$ cat src/rtl/mmu_cap_pkg.sv
package mmu_cap_pkg;
  typedef enum logic [1:0] {
    EXC_DFAULT = 2'd0,
    EXC_DMISS  = 2'd1,
    EXC_IFAULT = 2'd2,
    EXC_IMISS  = 2'd3
  } exc_kind_e;

  localparam logic [1:0] SEL_STAT = 2'd0;
  localparam logic [1:0] SEL_FAR  = 2'd1;
  localparam logic [1:0] SEL_TAG  = 2'd2;

  localparam int OVF_CODE = 2;
  localparam int USER_BIT = 3;
  localparam int WR_BIT   = 2;
endpackage

$ cat src/rtl/mmu_cap_classify.sv
module mmu_cap_classify
  import mmu_cap_pkg::*;
#(
  parameter int IS_DATA = 1
) (
  input  logic      lkp_valid,
  input  logic      lkp_hit,
  input  logic      priv_page,
  input  logic      write_ok,
  input  logic      user,
  input  logic      write,
  output logic      fault_evt,
  output logic      miss_evt,
  output logic      priv_viol,
  output exc_kind_e kind
);
  logic hit_ok;
  logic wr_viol;

  assign hit_ok    = lkp_valid & lkp_hit;
  assign priv_viol = hit_ok & priv_page & user;
  assign miss_evt  = lkp_valid & ~lkp_hit;

  generate
    if (IS_DATA != 0) begin : g_data
      assign wr_viol = hit_ok & write & ~write_ok;
      assign kind    = (priv_viol | wr_viol) ? EXC_DFAULT : EXC_DMISS;
    end else begin : g_inst
      assign wr_viol = 1'b0;
      assign kind    = priv_viol ? EXC_IFAULT : EXC_IMISS;
    end
  endgenerate

  assign fault_evt = priv_viol | wr_viol;
endmodule

$ cat src/rtl/mmu_cap_status.sv
module mmu_cap_status
  import mmu_cap_pkg::*;
#(
  parameter int IS_DATA = 1,
  parameter int STAT_W  = 16,
  parameter int FT_LSB  = 7,
  parameter int FT_W    = 4
) (
  input  logic              clk,
  input  logic              rst,
  input  logic              fault_evt,
  input  logic              priv_viol,
  input  logic              user,
  input  logic              write,
  input  logic              sw_clr,
  output logic [STAT_W-1:0] stat_q
);
  logic [STAT_W-1:0] base;
  logic [STAT_W-1:0] nxt;
  logic [FT_W-1:0]   ftype;

  assign ftype = FT_W'(priv_viol);

  always_comb begin
    base = sw_clr ? '0 : stat_q;
    nxt  = base;
    if (fault_evt) begin
      if (base[0]) base = STAT_W'(OVF_CODE);
      nxt = base | STAT_W'(1) | (STAT_W'(user) << USER_BIT);
      if (IS_DATA != 0)
        nxt = nxt | (STAT_W'(write) << WR_BIT) | (STAT_W'(ftype) << FT_LSB);
    end
  end

  always_ff @(posedge clk) begin
    if (rst) stat_q <= '0;
    else     stat_q <= nxt;
  end
endmodule

$ cat src/rtl/mmu_cap_addr.sv
module mmu_cap_addr #(
  parameter int IS_DATA = 1,
  parameter int VA_W    = 64,
  parameter int CTX_W   = 13
) (
  input  logic             clk,
  input  logic             rst,
  input  logic             fault_evt,
  input  logic             miss_evt,
  input  logic [VA_W-1:0]  vaddr,
  input  logic [CTX_W-1:0] ctx,
  output logic [VA_W-1:0]  far_q,
  output logic [VA_W-1:0]  tag_q
);
  localparam int PG_W = VA_W - CTX_W;

  always_ff @(posedge clk) begin
    if (rst)           tag_q <= '0;
    else if (miss_evt) tag_q <= {vaddr[VA_W-1 -: PG_W], ctx};
  end

  generate
    if (IS_DATA != 0) begin : g_far
      always_ff @(posedge clk) begin
        if (rst)            far_q <= '0;
        else if (fault_evt) far_q <= vaddr;
      end
    end else begin : g_nofar
      assign far_q = '0;
    end
  endgenerate
endmodule

$ cat src/rtl/mmu_cap_rdport.sv
module mmu_cap_rdport
  import mmu_cap_pkg::*;
#(
  parameter int VA_W   = 64,
  parameter int STAT_W = 16
) (
  input  logic              clk,
  input  logic              rst,
  input  logic [1:0]        sel,
  input  logic [STAT_W-1:0] stat_q,
  input  logic [VA_W-1:0]   far_q,
  input  logic [VA_W-1:0]   tag_q,
  output logic [VA_W-1:0]   rd_data
);
  logic [VA_W-1:0] mux;

  always_comb begin
    case (sel)
      SEL_STAT: mux = VA_W'(stat_q);
      SEL_FAR:  mux = far_q;
      SEL_TAG:  mux = tag_q;
      default:  mux = '0;
    endcase
  end

  always_ff @(posedge clk) begin
    if (rst) rd_data <= '0;
    else     rd_data <= mux;
  end
endmodule

$ cat src/rtl/mmu_fault_capture.sv
module mmu_fault_capture
  import mmu_cap_pkg::*;
#(
  parameter int IS_DATA = 1,
  parameter int VA_W    = 64,
  parameter int CTX_W   = 13,
  parameter int STAT_W  = 16,
  parameter int FT_LSB  = 7,
  parameter int FT_W    = 4
) (
  input  logic             clk,
  input  logic             rst,
  input  logic             lkp_valid,
  input  logic             lkp_hit,
  input  logic             lkp_priv_page,
  input  logic             lkp_write_ok,
  input  logic             acc_user,
  input  logic             acc_write,
  input  logic [VA_W-1:0]  acc_vaddr,
  input  logic [CTX_W-1:0] acc_ctx,
  input  logic             sw_clr_stat,
  input  logic [1:0]       rd_sel,
  output logic [VA_W-1:0]  rd_data,
  output logic             exc_valid,
  output logic [1:0]       exc_code
);
  logic              fault_evt;
  logic              miss_evt;
  logic              priv_viol;
  exc_kind_e         kind;
  logic [STAT_W-1:0] stat_q;
  logic [VA_W-1:0]   far_q;
  logic [VA_W-1:0]   tag_q;

  mmu_cap_classify #(.IS_DATA(IS_DATA)) u_cls (
    .lkp_valid(lkp_valid), .lkp_hit(lkp_hit), .priv_page(lkp_priv_page),
    .write_ok(lkp_write_ok), .user(acc_user), .write(acc_write),
    .fault_evt(fault_evt), .miss_evt(miss_evt), .priv_viol(priv_viol), .kind(kind)
  );

  mmu_cap_status #(.IS_DATA(IS_DATA), .STAT_W(STAT_W), .FT_LSB(FT_LSB), .FT_W(FT_W)) u_stat (
    .clk(clk), .rst(rst), .fault_evt(fault_evt), .priv_viol(priv_viol),
    .user(acc_user), .write(acc_write), .sw_clr(sw_clr_stat), .stat_q(stat_q)
  );

  mmu_cap_addr #(.IS_DATA(IS_DATA), .VA_W(VA_W), .CTX_W(CTX_W)) u_addr (
    .clk(clk), .rst(rst), .fault_evt(fault_evt), .miss_evt(miss_evt),
    .vaddr(acc_vaddr), .ctx(acc_ctx), .far_q(far_q), .tag_q(tag_q)
  );

  mmu_cap_rdport #(.VA_W(VA_W), .STAT_W(STAT_W)) u_rd (
    .clk(clk), .rst(rst), .sel(rd_sel), .stat_q(stat_q),
    .far_q(far_q), .tag_q(tag_q), .rd_data(rd_data)
  );

  always_ff @(posedge clk) begin
    if (rst) begin
      exc_valid <= 1'b0;
      exc_code  <= 2'd0;
    end else begin
      exc_valid <= fault_evt | miss_evt;
      exc_code  <= kind;
    end
  end
endmodule

$ cat config.mk
export PLATFORM = sky130hd
export DESIGN_NAME = mmu_fault_capture
export DESIGN_NICKNAME = d
export VERILOG_FILES = /design/src/rtl/mmu_cap_pkg.sv /design/src/rtl/mmu_cap_classify.sv /design/src/rtl/mmu_cap_status.sv /design/src/rtl/mmu_cap_addr.sv /design/src/rtl/mmu_cap_rdport.sv /design/src/rtl/mmu_fault_capture.sv
export SDC_FILE = /design/constraint.sdc
export NUM_CORES = 1
export LEC_CHECK = 0
export BUFFER_PORTS_ARGS = -buffer_cell sky130_fd_sc_hd__buf_2
export CORE_ASPECT_RATIO = 0.75
export CORE_UTILIZATION = 57
export CTS_BUF_LIST = sky130_fd_sc_hd__clkbuf_4
export DETAILED_ROUTE_END_ITERATION = 7
export PLACE_DENSITY_LB_ADDON = 0.08
export SLEW_MARGIN = 20
export SYNTH_ARGS = -nofsm -noshare
export SYNTH_HDL_FRONTEND = slang
export SYNTH_SLANG_ARGS = --single-unit
$ cat constraint.sdc
create_clock -name clk -period 1.3 [get_ports clk]
set_input_delay 0.065 -clock clk [delete_from_list [all_inputs] [get_ports clk]]
set_output_delay 0.065 -clock clk [all_outputs]
set_load 0.03 [all_outputs]
==> flow_summary.yaml <==
status:
  status: "finished, violations left"
  violations: "design-rule violations, negative setup slack"
worst_setup_path:
  cp_max_fo: 6
  arrival_ns: 1.83
  crit_type: "input pin to flip-flop"
  end_kind: "flip-flop"
  worstSetupStartpointType: "input pin"
  crit_required_ns: 1.80
  ff2ff_setup_slack_ns: 0.12
die:
  die-area_sq_um: 14400
  coreArea_sq_um: 13300
  start_util_pct: 59.8
  die_h_microns: 104
  num_rows: 36
  pin_count: 155
  die_x_microns: 138
grt:
  grt_pass1_wl_microns: 35600
  antenna_found_initial: 0
  grt_pass1_vias: 7404
  track_usage_pct: 30.5
  grt_max_degree: 103
  gr-total-overflow: 0
clock_tree:
  cts.sinks: 210
  path_clk_slew_ns: 0.08
  cts_root_buf: "clkbuf_4"
  numCtsBuffers: 50
  clkLatencyLatePin_ns: 0.62
  postCtsSetupBuffers: 0
  cts_tree: "done"
  clockBufferDepth: 3
  htreeDepth: 2
power:
  power_per_cell_area_nw_per_um2: 1250
  power_mw: 13.6
  p_leak_nw: 4.56
  ir_worst_vdd_v: 0.000806
timing:
  fmax_mhz: 749
  fin_worst_skew_ns: 0.0305
  max-slew-margin-rel_pct: 50.4
  fin_crit_sh_pct: 103
  finalWorstSetupSlack_ns: -0.0349
  hold_viol: 0
  drv_slew: 0
  period_needed_ns: 1.33
  worst_pin_slew_ns: 0.744
  finalSetupViolCount: 1
final_layout:
  fin_nets: 1224
  mostFrequentLayoutCells: "210 x dfxtp_1, 151 x buf_2, 132 x dlygate4sd3_1"
  syn_to_final_growth_pct: 37.4
  drive_gt1_share_pct: 21.8
  n_fill_cell: 792
  num_antenna_cells: 0
  fin_cells: 1346
  final_util_pct: 82.2
  layout_commonest_cell: "dfxtp_1"
placement:
  place_congestion: 0.847
  portBuffers: 153
  dp_hpwl_microns: 11600
  dp.cells: 1122
drt:
  drc: 23
  drt_wl_total_microns: 22000
  antenna_left: 0
  vias: 7159
  drtIter0Drc: 410
  routed_via_density: 5.32
  routedWlPerCell_microns: 16.3
  firstDrtPassIters: 8
run:
  maxCapViolations: 0
min_path:
  hold_path.class: "input pin to flip-flop"
logic_synthesis:
  avgSynthCellArea_sq_um: 9.39
  syn_nets: 934
  yosysWarnings: 0
  ys_types: 28
  yosysSeqAreaShare_pct: 52.9
  synth_area_sq_um: 7950
  netlist_instances: 846
  ys_ff_latch: 210
-- synthesized netlist by cell type --
library cell    n  area (sq um)
nand2b_1      130           813
o2111a_1        1          11.3
o211ai_1        3          22.5
o211a_1         1          10.0
and2_1          1          6.26
buf_2          31           155
buf_6           7          78.8
nand4_1         1          6.26
a21oi_1        66           330
and3b_1         1          8.76
nor2b_1         2          12.5
buf_1           2          7.51
and3_1         11          68.8
a2bb2oi_1      16           140
a22oi_1        48           360
nor2_1         66           248
mux2i_1        80           801
dfxtp_1       210          4200
o21ai_0         2          10.0
a32o_1          1          10.0
buf_4           1          7.51
nand2_1       130           488
o2111ai_1       1          8.76
and2b_1         2          15.0
conb_1          1          3.75
clkbuf_1       29           109
inv_1           1          3.75
o21a_1          1          7.51
-- routing by layer --
layer | track usage [%] | wire length, microns | vias to the layer above
met3 | 6.08 | 1580 | 55
met5 | 0 | 0 | -
li1 | - | - | 3434
met2 | 53.2 | 10700 | 290
met1 | 37.1 | 9220 | 3380
met4 | 11.9 | 524 | 0
-- stage by stage --
stage | setup TNS, ns | area (sq um) | setup WS [ns] | hold slack [ns]
floorplan | 0 | 7950 | 0.231 | 0.201
CTS | 0 | 10900 | 0.0368 | 0.0000445
global route | -0.0451 | 10900 | -0.0451 | 0.0232
global placement | 0 | 8920 | 0.0747 | 0.307
detailed placement | -0.0402 | 8920 | -0.0208 | 0.313
finish | -0.0349 | 10900 | -0.0349 | 0.0118
-- path summary, 6_finish.rpt --
check                                      start                to  cells after the start
worst min-delay path                     lkp_hit  u_addr.tag_q[21]                      5
worst max register to register  u_stat.stat_q[0]  u_stat.stat_q[9]                      2
worst max-delay path                    acc_user  u_stat.stat_q[2]                      6
worst min register to register  u_addr.tag_q[57]  u_addr.tag_q[57]                      2
-- cell families (layout without fill, tap and decap cells) --
family	after synthesis	in the layout	share of synthesized area [%]
DFF	210	210	52.9
and+or+nand+nor	344	344	21.0
other	1	1	0.0472
muxes	80	80	10.1
buffers and inverters	71	400	4.55
AOI/OAI and AO/OA	140	140	11.5
-- critical path, stage by stage --
cell           delay (ns)
dlygate4sd3_1        0.52
buf_2                0.13
and2_1               0.24
o211ai_1             0.19
dlygate4sd3_1        0.59
o21ai_0              0.10
-- power by group --
part / switching (mW) / total, mW / leakage [nW] / internal [mW]
combinational: 0.745 / 1.47 / 2.47 / 0.727
sequential: 0.101 / 6.73 / 1.71 / 6.63
clock: 2.54 / 5.41 / 0.385 / 2.87
total: 3.38 / 13.6 / 4.56 / 10.2
-- layout make-up --
type	instances	area (sq um)	area share, %
multi-input combinational	565	3420	31.3
clock inverter	22	136	1.25
tap	171	214	1.96
inverter	1	3.75	0.0344
sequential	210	4200	38.5
timing repair buffer	308	2420	22.2
clock buffer	69	518	4.74
-- registers in the layout (all words and copies together) (netlist names) --
register,flops
exc_valid,1
u_addr.far_q,64
u_addr.tag_q,64
u_rd.rd_data,64
exc_code,1
u_stat.stat_q,16
-- timing repair --
item,4_1_cts,5_1_grt
hold buffers,133,3
setup endpoints to repair,0,26
gates resized for setup,0,6
endpoints found under the hold margin,162,4
Power figures use the tool's default switching activity.
